<file path="src/rtl/pdg_pkg.sv">
package pdg_pkg;

    typedef enum logic [1:0] {
        SRC_INT = 2'd0,
        SRC_EXT = 2'd1,
        SRC_MAN = 2'd2,
        SRC_OFF = 2'd3
    } src_e;

    // offset t inside the half-open window [s, s+w)
    function automatic logic in_win(input logic [31:0] t,
                                    input logic [31:0] s,
                                    input logic [31:0] w);
        logic [32:0] e;
        e = {1'b0, s} + {1'b0, w};
        return (t >= s) && ({1'b0, t} < e);
    endfunction

    // delay plus width reaching the period means truncation
    function automatic logic overruns(input logic [31:0] d,
                                      input logic [31:0] w,
                                      input logic [31:0] p);
        logic [32:0] e;
        e = {1'b0, d} + {1'b0, w};
        return e >= {1'b0, p};
    endfunction

endpackage

</file>
<file path="src/rtl/pdg_trig_sel.sv">
module pdg_trig_sel
    import pdg_pkg::*;
(
    input  logic       clk,
    input  logic       rst,
    input  logic [1:0] src,
    input  logic       gated,
    input  logic       gate_in,
    input  logic       ext_trig,
    input  logic       man_shot,
    input  logic       busy,
    input  logic       last,
    output logic       start
);
    logic ext_q, man_q, ext_rise, man_rise, gate_ok;

    always_ff @(posedge clk) begin
        if (rst) begin
            ext_q <= 1'b0;
            man_q <= 1'b0;
        end else begin
            ext_q <= ext_trig;
            man_q <= man_shot;
        end
    end

    assign ext_rise = ext_trig & ~ext_q;
    assign man_rise = man_shot & ~man_q;
    assign gate_ok  = ~gated | gate_in;

    always_comb begin
        start = 1'b0;
        unique case (src_e'(src))
            SRC_INT: start = ~busy | last;
            SRC_EXT: start = ext_rise & ~busy;
            SRC_MAN: start = man_rise & ~busy;
            SRC_OFF: start = 1'b0;
        endcase
        start = start & gate_ok;
    end

    AST_GATE_BLOCKS: assert property (@(posedge clk) disable iff (rst)
        (gated && !gate_in) |-> !start);

    AST_NO_MIDCYCLE_START: assert property (@(posedge clk) disable iff (rst)
        (busy && !last) |-> !start);
endmodule

</file>
<file path="src/rtl/pdg_timer.sv">
module pdg_timer #(
    parameter int CNT_W = 16
) (
    input  logic             clk,
    input  logic             rst,
    input  logic             start,
    input  logic [CNT_W-1:0] cfg_period,
    input  logic [CNT_W-1:0] cfg_delay,
    input  logic [CNT_W-1:0] cfg_width,
    input  logic             cfg_double,
    output logic             busy,
    output logic             last,
    output logic [CNT_W-1:0] cnt,
    output logic [CNT_W-1:0] per_q,
    output logic [CNT_W-1:0] dly_q,
    output logic [CNT_W-1:0] wid_q,
    output logic             dbl_q
);
    localparam int EW = CNT_W + 1;

    logic [EW-1:0] next_off;

    assign next_off = {1'b0, cnt} + EW'(1);
    assign last     = busy && (next_off >= {1'b0, per_q});

    always_ff @(posedge clk) begin
        if (rst) begin
            busy  <= 1'b0;
            cnt   <= '0;
            per_q <= '0;
            dly_q <= '0;
            wid_q <= '0;
            dbl_q <= 1'b0;
        end else if (start) begin
            busy  <= 1'b1;
            cnt   <= '0;
            per_q <= cfg_period;
            dly_q <= cfg_delay;
            wid_q <= cfg_width;
            dbl_q <= cfg_double;
        end else if (busy) begin
            if (last) begin
                busy <= 1'b0;
                cnt  <= '0;
            end else begin
                cnt <= cnt + CNT_W'(1);
            end
        end
    end

    AST_OFFSET_ADVANCES: assert property (@(posedge clk) disable iff (rst)
        (busy && !last && !start) |=> (busy && cnt == $past(cnt) + CNT_W'(1)));

    AST_CFG_HELD: assert property (@(posedge clk) disable iff (rst)
        (busy && !start) |=> ($stable(per_q) && $stable(dly_q) && $stable(wid_q) && $stable(dbl_q)));

    AST_CYCLE_ENDS: assert property (@(posedge clk) disable iff (rst)
        (last && !start) |=> !busy);
endmodule

</file>
<file path="src/rtl/pdg_shaper.sv">
module pdg_shaper
    import pdg_pkg::*;
#(
    parameter int CNT_W = 16
) (
    input  logic             clk,
    input  logic             rst,
    input  logic             start,
    input  logic             busy,
    input  logic [CNT_W-1:0] cnt,
    input  logic [CNT_W-1:0] per_q,
    input  logic [CNT_W-1:0] dly_q,
    input  logic [CNT_W-1:0] wid_q,
    input  logic             dbl_q,
    input  logic [CNT_W-1:0] cfg_period,
    input  logic [CNT_W-1:0] cfg_delay,
    input  logic [CNT_W-1:0] cfg_width,
    output logic             trig_out,
    output logic             pulse_p,
    output logic             pulse_n,
    output logic             trunc_err
);
    logic main_win, lead_win;

    assign main_win = in_win(32'(cnt), 32'(dly_q), 32'(wid_q));
    assign lead_win = dbl_q && in_win(32'(cnt), 32'd0, 32'(wid_q));

    assign trig_out = busy && (cnt == '0);
    assign pulse_p  = busy && (main_win || lead_win);
    assign pulse_n  = ~pulse_p;

    always_ff @(posedge clk) begin
        if (rst)
            trunc_err <= 1'b0;
        else if (start)
            trunc_err <= overruns(32'(cfg_delay), 32'(cfg_width), 32'(cfg_period));
    end

    AST_MARKER_ONE_CLK: assert property (@(posedge clk) disable iff (rst)
        (trig_out && per_q > CNT_W'(1)) |=> !trig_out);

    AST_ERR_HELD: assert property (@(posedge clk) disable iff (rst)
        !start |=> $stable(trunc_err));

    AST_PULSE_INSIDE_CYCLE: assert property (@(posedge clk) disable iff (rst)
        pulse_p |-> (busy && cnt < per_q || per_q <= CNT_W'(1)));
endmodule

</file>
<file path="src/rtl/pdg_top.sv">
module pdg_top #(
    parameter int CNT_W = 16
) (
    input  logic             clk,
    input  logic             rst,
    input  logic [1:0]       cfg_src,
    input  logic             cfg_gated,
    input  logic             cfg_double,
    input  logic [CNT_W-1:0] cfg_period,
    input  logic [CNT_W-1:0] cfg_delay,
    input  logic [CNT_W-1:0] cfg_width,
    input  logic             gate_in,
    input  logic             ext_trig,
    input  logic             man_shot,
    output logic             trig_out,
    output logic             pulse_p,
    output logic             pulse_n,
    output logic             trunc_err
);
    logic             start, busy, last, dbl_q;
    logic [CNT_W-1:0] cnt, per_q, dly_q, wid_q;

    pdg_trig_sel u_sel (
        .clk      (clk),
        .rst      (rst),
        .src      (cfg_src),
        .gated    (cfg_gated),
        .gate_in  (gate_in),
        .ext_trig (ext_trig),
        .man_shot (man_shot),
        .busy     (busy),
        .last     (last),
        .start    (start)
    );

    pdg_timer #(.CNT_W(CNT_W)) u_tmr (
        .clk        (clk),
        .rst        (rst),
        .start      (start),
        .cfg_period (cfg_period),
        .cfg_delay  (cfg_delay),
        .cfg_width  (cfg_width),
        .cfg_double (cfg_double),
        .busy       (busy),
        .last       (last),
        .cnt        (cnt),
        .per_q      (per_q),
        .dly_q      (dly_q),
        .wid_q      (wid_q),
        .dbl_q      (dbl_q)
    );

    pdg_shaper #(.CNT_W(CNT_W)) u_shp (
        .clk        (clk),
        .rst        (rst),
        .start      (start),
        .busy       (busy),
        .cnt        (cnt),
        .per_q      (per_q),
        .dly_q      (dly_q),
        .wid_q      (wid_q),
        .dbl_q      (dbl_q),
        .cfg_period (cfg_period),
        .cfg_delay  (cfg_delay),
        .cfg_width  (cfg_width),
        .trig_out   (trig_out),
        .pulse_p    (pulse_p),
        .pulse_n    (pulse_n),
        .trunc_err  (trunc_err)
    );

    AST_FIRST_CLK_MARKED: assert property (@(posedge clk) disable iff (rst)
        start |=> trig_out);
endmodule

</file>
<file path="config.mk">
export PLATFORM = sky130hd
export DESIGN_NAME = pdg_top
export DESIGN_NICKNAME = d
export VERILOG_FILES = /design/src/rtl/pdg_pkg.sv /design/src/rtl/pdg_trig_sel.sv /design/src/rtl/pdg_timer.sv /design/src/rtl/pdg_shaper.sv /design/src/rtl/pdg_top.sv
export SDC_FILE = /design/constraint.sdc
export NUM_CORES = 1
export LEC_CHECK = 0
export ABC_AREA = 1
export BUFFER_PORTS_ARGS = -buffer_cell sky130_fd_sc_hd__buf_4
export CAP_MARGIN = 20
export CORE_ASPECT_RATIO = 0.75
export CORE_MARGIN = 2
export CORE_UTILIZATION = 40
export DETAILED_ROUTE_END_ITERATION = 10
export SYNTH_ARGS = -nofsm -noshare
export SYNTH_HDL_FRONTEND = slang
export SYNTH_SLANG_ARGS = --single-unit
</file>
<file path="constraint.sdc">
create_clock -name clk -period 8.6 [get_ports clk]
set_clock_uncertainty 0.2 [all_clocks]
set_input_delay 0 -clock clk [delete_from_list [all_inputs] [get_ports clk]]
set_output_delay 0 -clock clk [all_outputs]
set_load 0.02 [all_outputs]
</file>
==> results of run 1 <==
-- critical path, cell delays in order (launching register included) --
cell	delay, ps
dfxtp_1	470
ha_1	240
nand2_1	80
nor2_2	170
nand2_1	150
nor2_1	190
nand3_1	140
nor2_1	140
xor2_1	240
ha_1	290
nand2_1	80
inv_1	50
nand3_1	80
nor3_1	50
nand2_1	70
nand2_1	50
nor2_2	140
nand3_4	440
nand2_4	660
nand2_1	120
a21oi_1	160
dlygate4sd3_1	570
-- power groups by stage --
stage	clock network (mW)	registers, mW	logic (mW)
after detailed placement	0	0.364	0.334
after CTS	0.430	0.357	0.378
after global placement	0	0.364	0.334
after global routing	0.446	0.359	0.432
final	0.427	0.357	0.384
after floorplan	0	0.358	0.243
-- what timing repair did --
action                    CTS  global route
hold buffers              103             0
buffers inserted            0             0
hold endpoints to repair   52             0
-- worst min-delay path by stage --
stage,startpoint,to,slack (ps)
2_1_floorplan,man_shot,u_sel.man_q$_SDFF_PP0_,-80
3_3_place_gp,ext_trig,u_sel.ext_q$_SDFF_PP0_,20
3_5_place_dp,ext_trig,u_sel.ext_q$_SDFF_PP0_,30
4_1_cts,u_tmr.cnt[0]$_SDFFE_PP0P_,u_tmr.cnt[0]$_SDFFE_PP0P_,320
5_1_grt,u_tmr.cnt[0]$_SDFFE_PP0P_,u_tmr.cnt[0]$_SDFFE_PP0P_,360
6_report,u_tmr.cnt[0]$_SDFFE_PP0P_,u_tmr.cnt[0]$_SDFFE_PP0P_,320
-- metal layers --
layer / GRT usage [%] / up-vias
li1: - / 3350
met1: 33.19 / 2892
met2: 37.02 / 130
met3: 4.280 / 16
met4: 4.340 / 0
met5: 0 / -
-- sequential cells by signal, indices dropped and copies added (netlist names) --
register and count:
u_tmr.cnt 16, u_tmr.dly_q 16, u_tmr.per_q 16, u_tmr.wid_q 16
u_sel.ext_q 1, u_sel.man_q 1, u_shp.trunc_err 1, u_tmr.busy 1
u_tmr.dbl_q 1
-- cell type report --
cell class / instances / area, µm² / share of cell area [%]
Sequential cell: 69 / 1381 / 16.60
Multi-Input combinational cell: 691 / 4342 / 52.16
Inverter: 135 / 506.7 / 6.088
Clock inverter: 6 / 111.4 / 1.338
Timing Repair Buffer: 165 / 1496 / 17.98
Tap cell: 205 / 256.5 / 3.082
Clock buffer: 10 / 229.0 / 2.751
-- placed cells by master, fill, tap and decap left out, types with 2 or more instances in the layout --
cell type,instances
a21o_1,6
a21oi_1,120
a21oi_2,10
a31oi_1,3
buf_4,62
bufinv_16,3
clkbuf_16,9
dfxtp_1,69
dlygate4sd3_1,103
fa_1,2
ha_1,114
inv_1,130
inv_2,4
nand2_1,210
nand2_4,2
nand3_1,76
nand4_1,12
nor2_1,40
nor2_2,3
nor3_1,11
nor4_1,5
o211ai_1,2
o21a_1,2
o21ai_0,18
o21bai_1,5
xnor2_1,14
xor2_1,28
-- cells by family after synthesis --
group	count (synthesis)	share of synthesized area, %
adder cells (fa/ha/maj)	116	22.97
buffers and inverters	160	10.35
AO/OA/AOI/OAI	170	14.82
XOR/XNOR	42	5.763
flip-flops	69	21.64
AND/OR/NAND/NOR	363	24.46
==> results_dict.tcl, run 1 <==
set metrics [dict create \
    outcome "finished clean" \
    tns_ps 0 \
    grt_usage_pct 23.27 \
    syn-cell-area_mm2 0.006384 \
    p_leak_nw 4.086 \
    yosysWarnings 0 \
    grt_max_degree 54 \
    viasPerCell 4.987 \
    overflow 0 \
    fillers 1516 \
    start_util_pct 41.40 \
    cp.required_ps 8670 \
    ys_top_cells_by_area "ha_1, dfxtp_1, nand2_1" \
    async_reset_ff_share_pct 0 \
    power_frac_comb_pct 32.9 \
    die_x_um 149.9 \
    seq_area_frac_synth_pct 21.64 \
    dp.cells 1162 \
    period_needed_ps 4888 \
    htreeDepth 3 \
    wl_um 19030 \
    seq_power_share_pct 30.6 \
    die_area_mm2 0.01700 \
    syn_inst 920 \
    final_cell_count_no_fill 1281 \
    yosysTopAreaCell "ha_1" \
    arrival_ps 4960 \
    p_int_uw 788.1 \
    yosysMostFrequentCell "nand2_1" \
    rsz0062_at_grt "no" \
    io_buffers 60 \
    ys_types 36 \
    gp_congestion 0.8666 \
    pwr-share-clk_pct 36.6 \
    dr_total_vias 6388 \
    rr_endpoint "u_tmr.wid_q[6]$_SDFFE_PP0P_" \
    first_pass_iters 4 \
    drtIter0Drc 363 \
    rows 39 \
    setup.worst_path.start "u_tmr.cnt[1]$_SDFFE_PP0P_" \
    wl_met3_um 1017 \
    cts.clk_slew.worst_paths_ps 60 \
    cts_resized 0 \
    crit_type "reg2reg" \
    timing.hold.ws_ps 319.9 \
    powerDensity_mw_per_mm2 140.3 \
    top_layer "met4" \
    p_sw_uw 379.3 \
    syn_to_final_growth_pct 30.38 \
    final_core_util_pct 53.98 \
    cts_tree "yes" \
    ys_ff_latch 69 \
    synth_edf_count 0 \
    ant_nets 0 \
    preCtsSetupSlack_ps 4209 \
    fin_area_mm2 0.008323 \
    worstSetupEndpointType "flip-flop" \
    finalSetupViolCount 0 \
    worstMarginPinSlew_ps 641.7 \
    synth_common_cells "nand2_1, inv_1, a21oi_1" \
    cts.sinks 69 \
    die_h_um 113.4 \
    wl_met1_um 9616 \
    coreArea_mm2 0.01542 \
    post_dp_cell_area_mm2 0.006952 \
    crit_path_start_kind "flip-flop" \
    slew_headroom_pct 56.95 \
    cts_root_buf "clkbuf_16" \
    hold_viol 0 \
    wl_met2_um 8213 \
    whs_path_depth 2 \
    hpwl_um 14390 \
    synthFlopType "dfxtp_1" \
    synth_top_area_share_pct 22.34 \
    cp-endpoint "u_tmr.wid_q[6]$_SDFFE_PP0P_" \
    routedWlPerCell_um 14.86 \
    cap_violations 0 \
    n_antenna_cell 0 \
    clock_latency_ps 340 \
    ios 61 \
    fmax_mhz 204.6 \
    vdd_ir_drop_max_v 0.00008320 \
    sw_frac_of_total_pct 32.49 \
    crit_fanout 53 \
    slew_violations 0 \
    cts_inserted_buffers 9 \
    final.setup.worst_slack_ps 3712 \
    grt_pass1_wl_um 31350 \
    mappedNetlistNets 1093 \
    reg2reg_slack_ps 3710 \
    clk_path_buf_depth 2 \
    drive_gt1_share_pct 9.294 \
    avgSynthCellArea_um2 6.939 \
    drc 0 \
    hp-class "reg2reg" \
    min_period_over_period_pct 56.84 \
    rr_worst_depth 21 \
    reg2reg_from "u_tmr.cnt[1]$_SDFFE_PP0P_" \
    grt_pass1_vias 6251 \
    fin_nets 1244 \
    p_total_mw 1.167 \
    antenna_found_initial 0 \
]
Note: power is estimated with default switching activity, not from simulation.
==> run 2: changes to the inputs <==
- clock period: 8.6 -> 4.8 ns (I/O delays scaled with it)
==> run 2 against run 1 <==
Compared with the run above: routed wire length is 1.1% higher; first-iteration DRC count increased by 31%; cell count unchanged; total power is 70% higher; flip-flop and latch count unchanged; largest power group is now combinational cells; global-route usage grew 0.23 points; die area is the same; highest routed layer unchanged; largest cell class unchanged.
==> results_dict.tcl, run 2 (synthesized netlist as in run 1, its figures left out) <==
set metrics [dict create \
    fmax_mhz 228.3 \
    reg2reg_from "u_tmr.cnt[1]$_SDFFE_PP0P_" \
    dr_total_vias 6430 \
    rsz0062_at_grt "no" \
    rows 39 \
    worstSetupEndpointType "flip-flop" \
    slowest_delay_ps 560 \
    p_leak_nw 4.069 \
    cts_tree "yes" \
    coreArea_mm2 0.01542 \
    setup.worst_path.start "u_tmr.cnt[1]$_SDFFE_PP0P_" \
    wl_um 19240 \
    powerDensity_mw_per_mm2 239.8 \
    antenna_found_initial 0 \
    crit_type "reg2reg" \
    rr_endpoint "u_tmr.wid_q[2]$_SDFFE_PP0P_" \
    cts.clk_slew.worst_paths_ps 60 \
    worstMarginPinSlew_ps 587.8 \
    period_needed_ps 4381 \
    hold_viol 0 \
    final_common_cell "nand2_1" \
    outcome "finished clean" \
    hp-class "reg2reg" \
    cts_setup_buffers 0 \
    die_area_mm2 0.01700 \
    start_util_pct 41.40 \
    p_total_mw 1.988 \
    cp.required_ps 4870 \
    critPathTopFamily "simple AND/OR/NAND/NOR gates" \
    min_period_over_period_pct 91.27 \
    critPathBufInv 3 \
    clk_path_buf_depth 2 \
    io_buffers 60 \
    drc 0 \
    syn_to_final_growth_pct 29.81 \
    crit_top_cell "nand2_1" \
    cp-endpoint "u_tmr.wid_q[2]$_SDFFE_PP0P_" \
    htreeDepth 3 \
    clock_latency_ps 330 \
    grt_usage_pct 23.50 \
    cts.sinks 69 \
    drtIter0Drc 474 \
    grt_pass1_vias 6346 \
    n_antenna_cell 0 \
    crit_cells 21 \
    mostFrequentLayoutCells "nand2_1, inv_1, a21oi_1" \
    cts_inserted_buffers 9 \
    drive_gt1_share_pct 9.387 \
    crit_path_start_kind "flip-flop" \
    ant_nets 0 \
    grt_max_degree 54 \
    cap_violations 0 \
    hpwl_um 14610 \
    routedWlPerCell_um 15.02 \
    die_h_um 113.4 \
    viasPerCell 5.020 \
    first_pass_iters 4 \
    die_x_um 149.9 \
    fin_nets 1246 \
    cts_root_buf "clkbuf_16" \
    rr_worst_depth 21 \
    finalSetupViolCount 0 \
    slew_violations 0 \
    cp_slowest_cell "dlygate4sd3_1" \
    crit_fanout 49 \
    grt_pass1_wl_um 31830 \
    crit_path_cell_trace "ha_1, nand2_1, nor2_2, nand2_1, nor2_1, nand3_1, xor2_1, inv_1, ha_1, nand4_1, nor3_1, nand2_1, nand2_1, nand2_1, nand2_1, nand2_1, nand3_4, buf_4, nand3_1, a21oi_1, dlygate4sd3_1" \
    tns_ps 0 \
    arrival_ps 4450 \
    vdd_ir_drop_max_v 0.0001591 \
    slew_headroom_pct 60.82 \
    reg2reg_slack_ps 420 \
    ios 61 \
    overflow 0 \
    gp_congestion 0.8834 \
]
run 2: cell types whose count changed in the layout (fill, tap and decap cells not counted):
cell        change
clkbuf_8        +1
bufinv_16       -2
buf_4           +2
clkinv_4        -1
clkinvlp_4      +1
clkbuf_1        -1
run 2: how the worst min path moves through the flow:
stage,start,endpoint,slack (ps),cells past startpoint
6_report,u_shp.trunc_err$_SDFFE_PP0P_,u_shp.trunc_err$_SDFFE_PP0P_,350,4
3_5_place_dp,man_shot,u_sel.man_q$_SDFF_PP0_,30,3
4_1_cts,u_shp.trunc_err$_SDFFE_PP0P_,u_shp.trunc_err$_SDFFE_PP0P_,340,4
3_3_place_gp,man_shot,u_sel.man_q$_SDFF_PP0_,20,3
5_1_grt,u_tmr.cnt[0]$_SDFFE_PP0P_,u_tmr.cnt[0]$_SDFFE_PP0P_,370,2
2_1_floorplan,man_shot,u_sel.man_q$_SDFF_PP0_,-80,2
run 2: area by class of cell:
type	instances	area [µm²]
multi-input cells	691	4342
flip-flops and latches	69	1381
well taps	205	256.5
inverters	135	506.7
clock inverters	4	50.05
repair buffers	167	1511
fillers	1519	7133
clock buffers	10	239.0
run 2: power by group:
group / switching (mW) / internal, mW
combinational: 0.394 / 0.297
sequential: 0.0320 / 0.609
clock: 0.246 / 0.409
run 2: worst min-delay path, delay by kind of cell, from the launching register on:
kind / cells / cell delay, ps
buffers and inverters: 1 / 50
flip-flops: 1 / 330
AND/OR/NAND/NOR: 3 / 130
run 2: repair_timing:
| action | 4_1_cts | 5_1_grt |
|---|---|---|
| hold buffers | 103 | 0 |
| gates resized for setup | 0 | 0 |
| hold endpoints to repair | 52 | 0 |
run 2: per-stage QoR:
step                std cells  utilization, %  instance area, µm²  hold slack, ps  setup slack [ps]
floorplan                 920               -                6384          -78.06              1711
global placement         1164           45.18                6967           17.53             880.7
detailed placement       1164           45.18                6967           25.04             922.0
CTS                      1281           53.74                8287           344.5             492.8
global route             1281           53.74                8287           373.5             47.74
finish                   1281           53.74                8287           350.3             418.9
run 2: per-layer routing:
layer / up-vias / wire [µm] / track usage (%)
met2: 127 / 8156 / 36.71
li1: 3354 / - / -
met4: 0 / 311 / 5.660
met1: 2928 / 10040 / 34.32
met3: 21 / 730 / 3.080
met5: - / 0 / 0
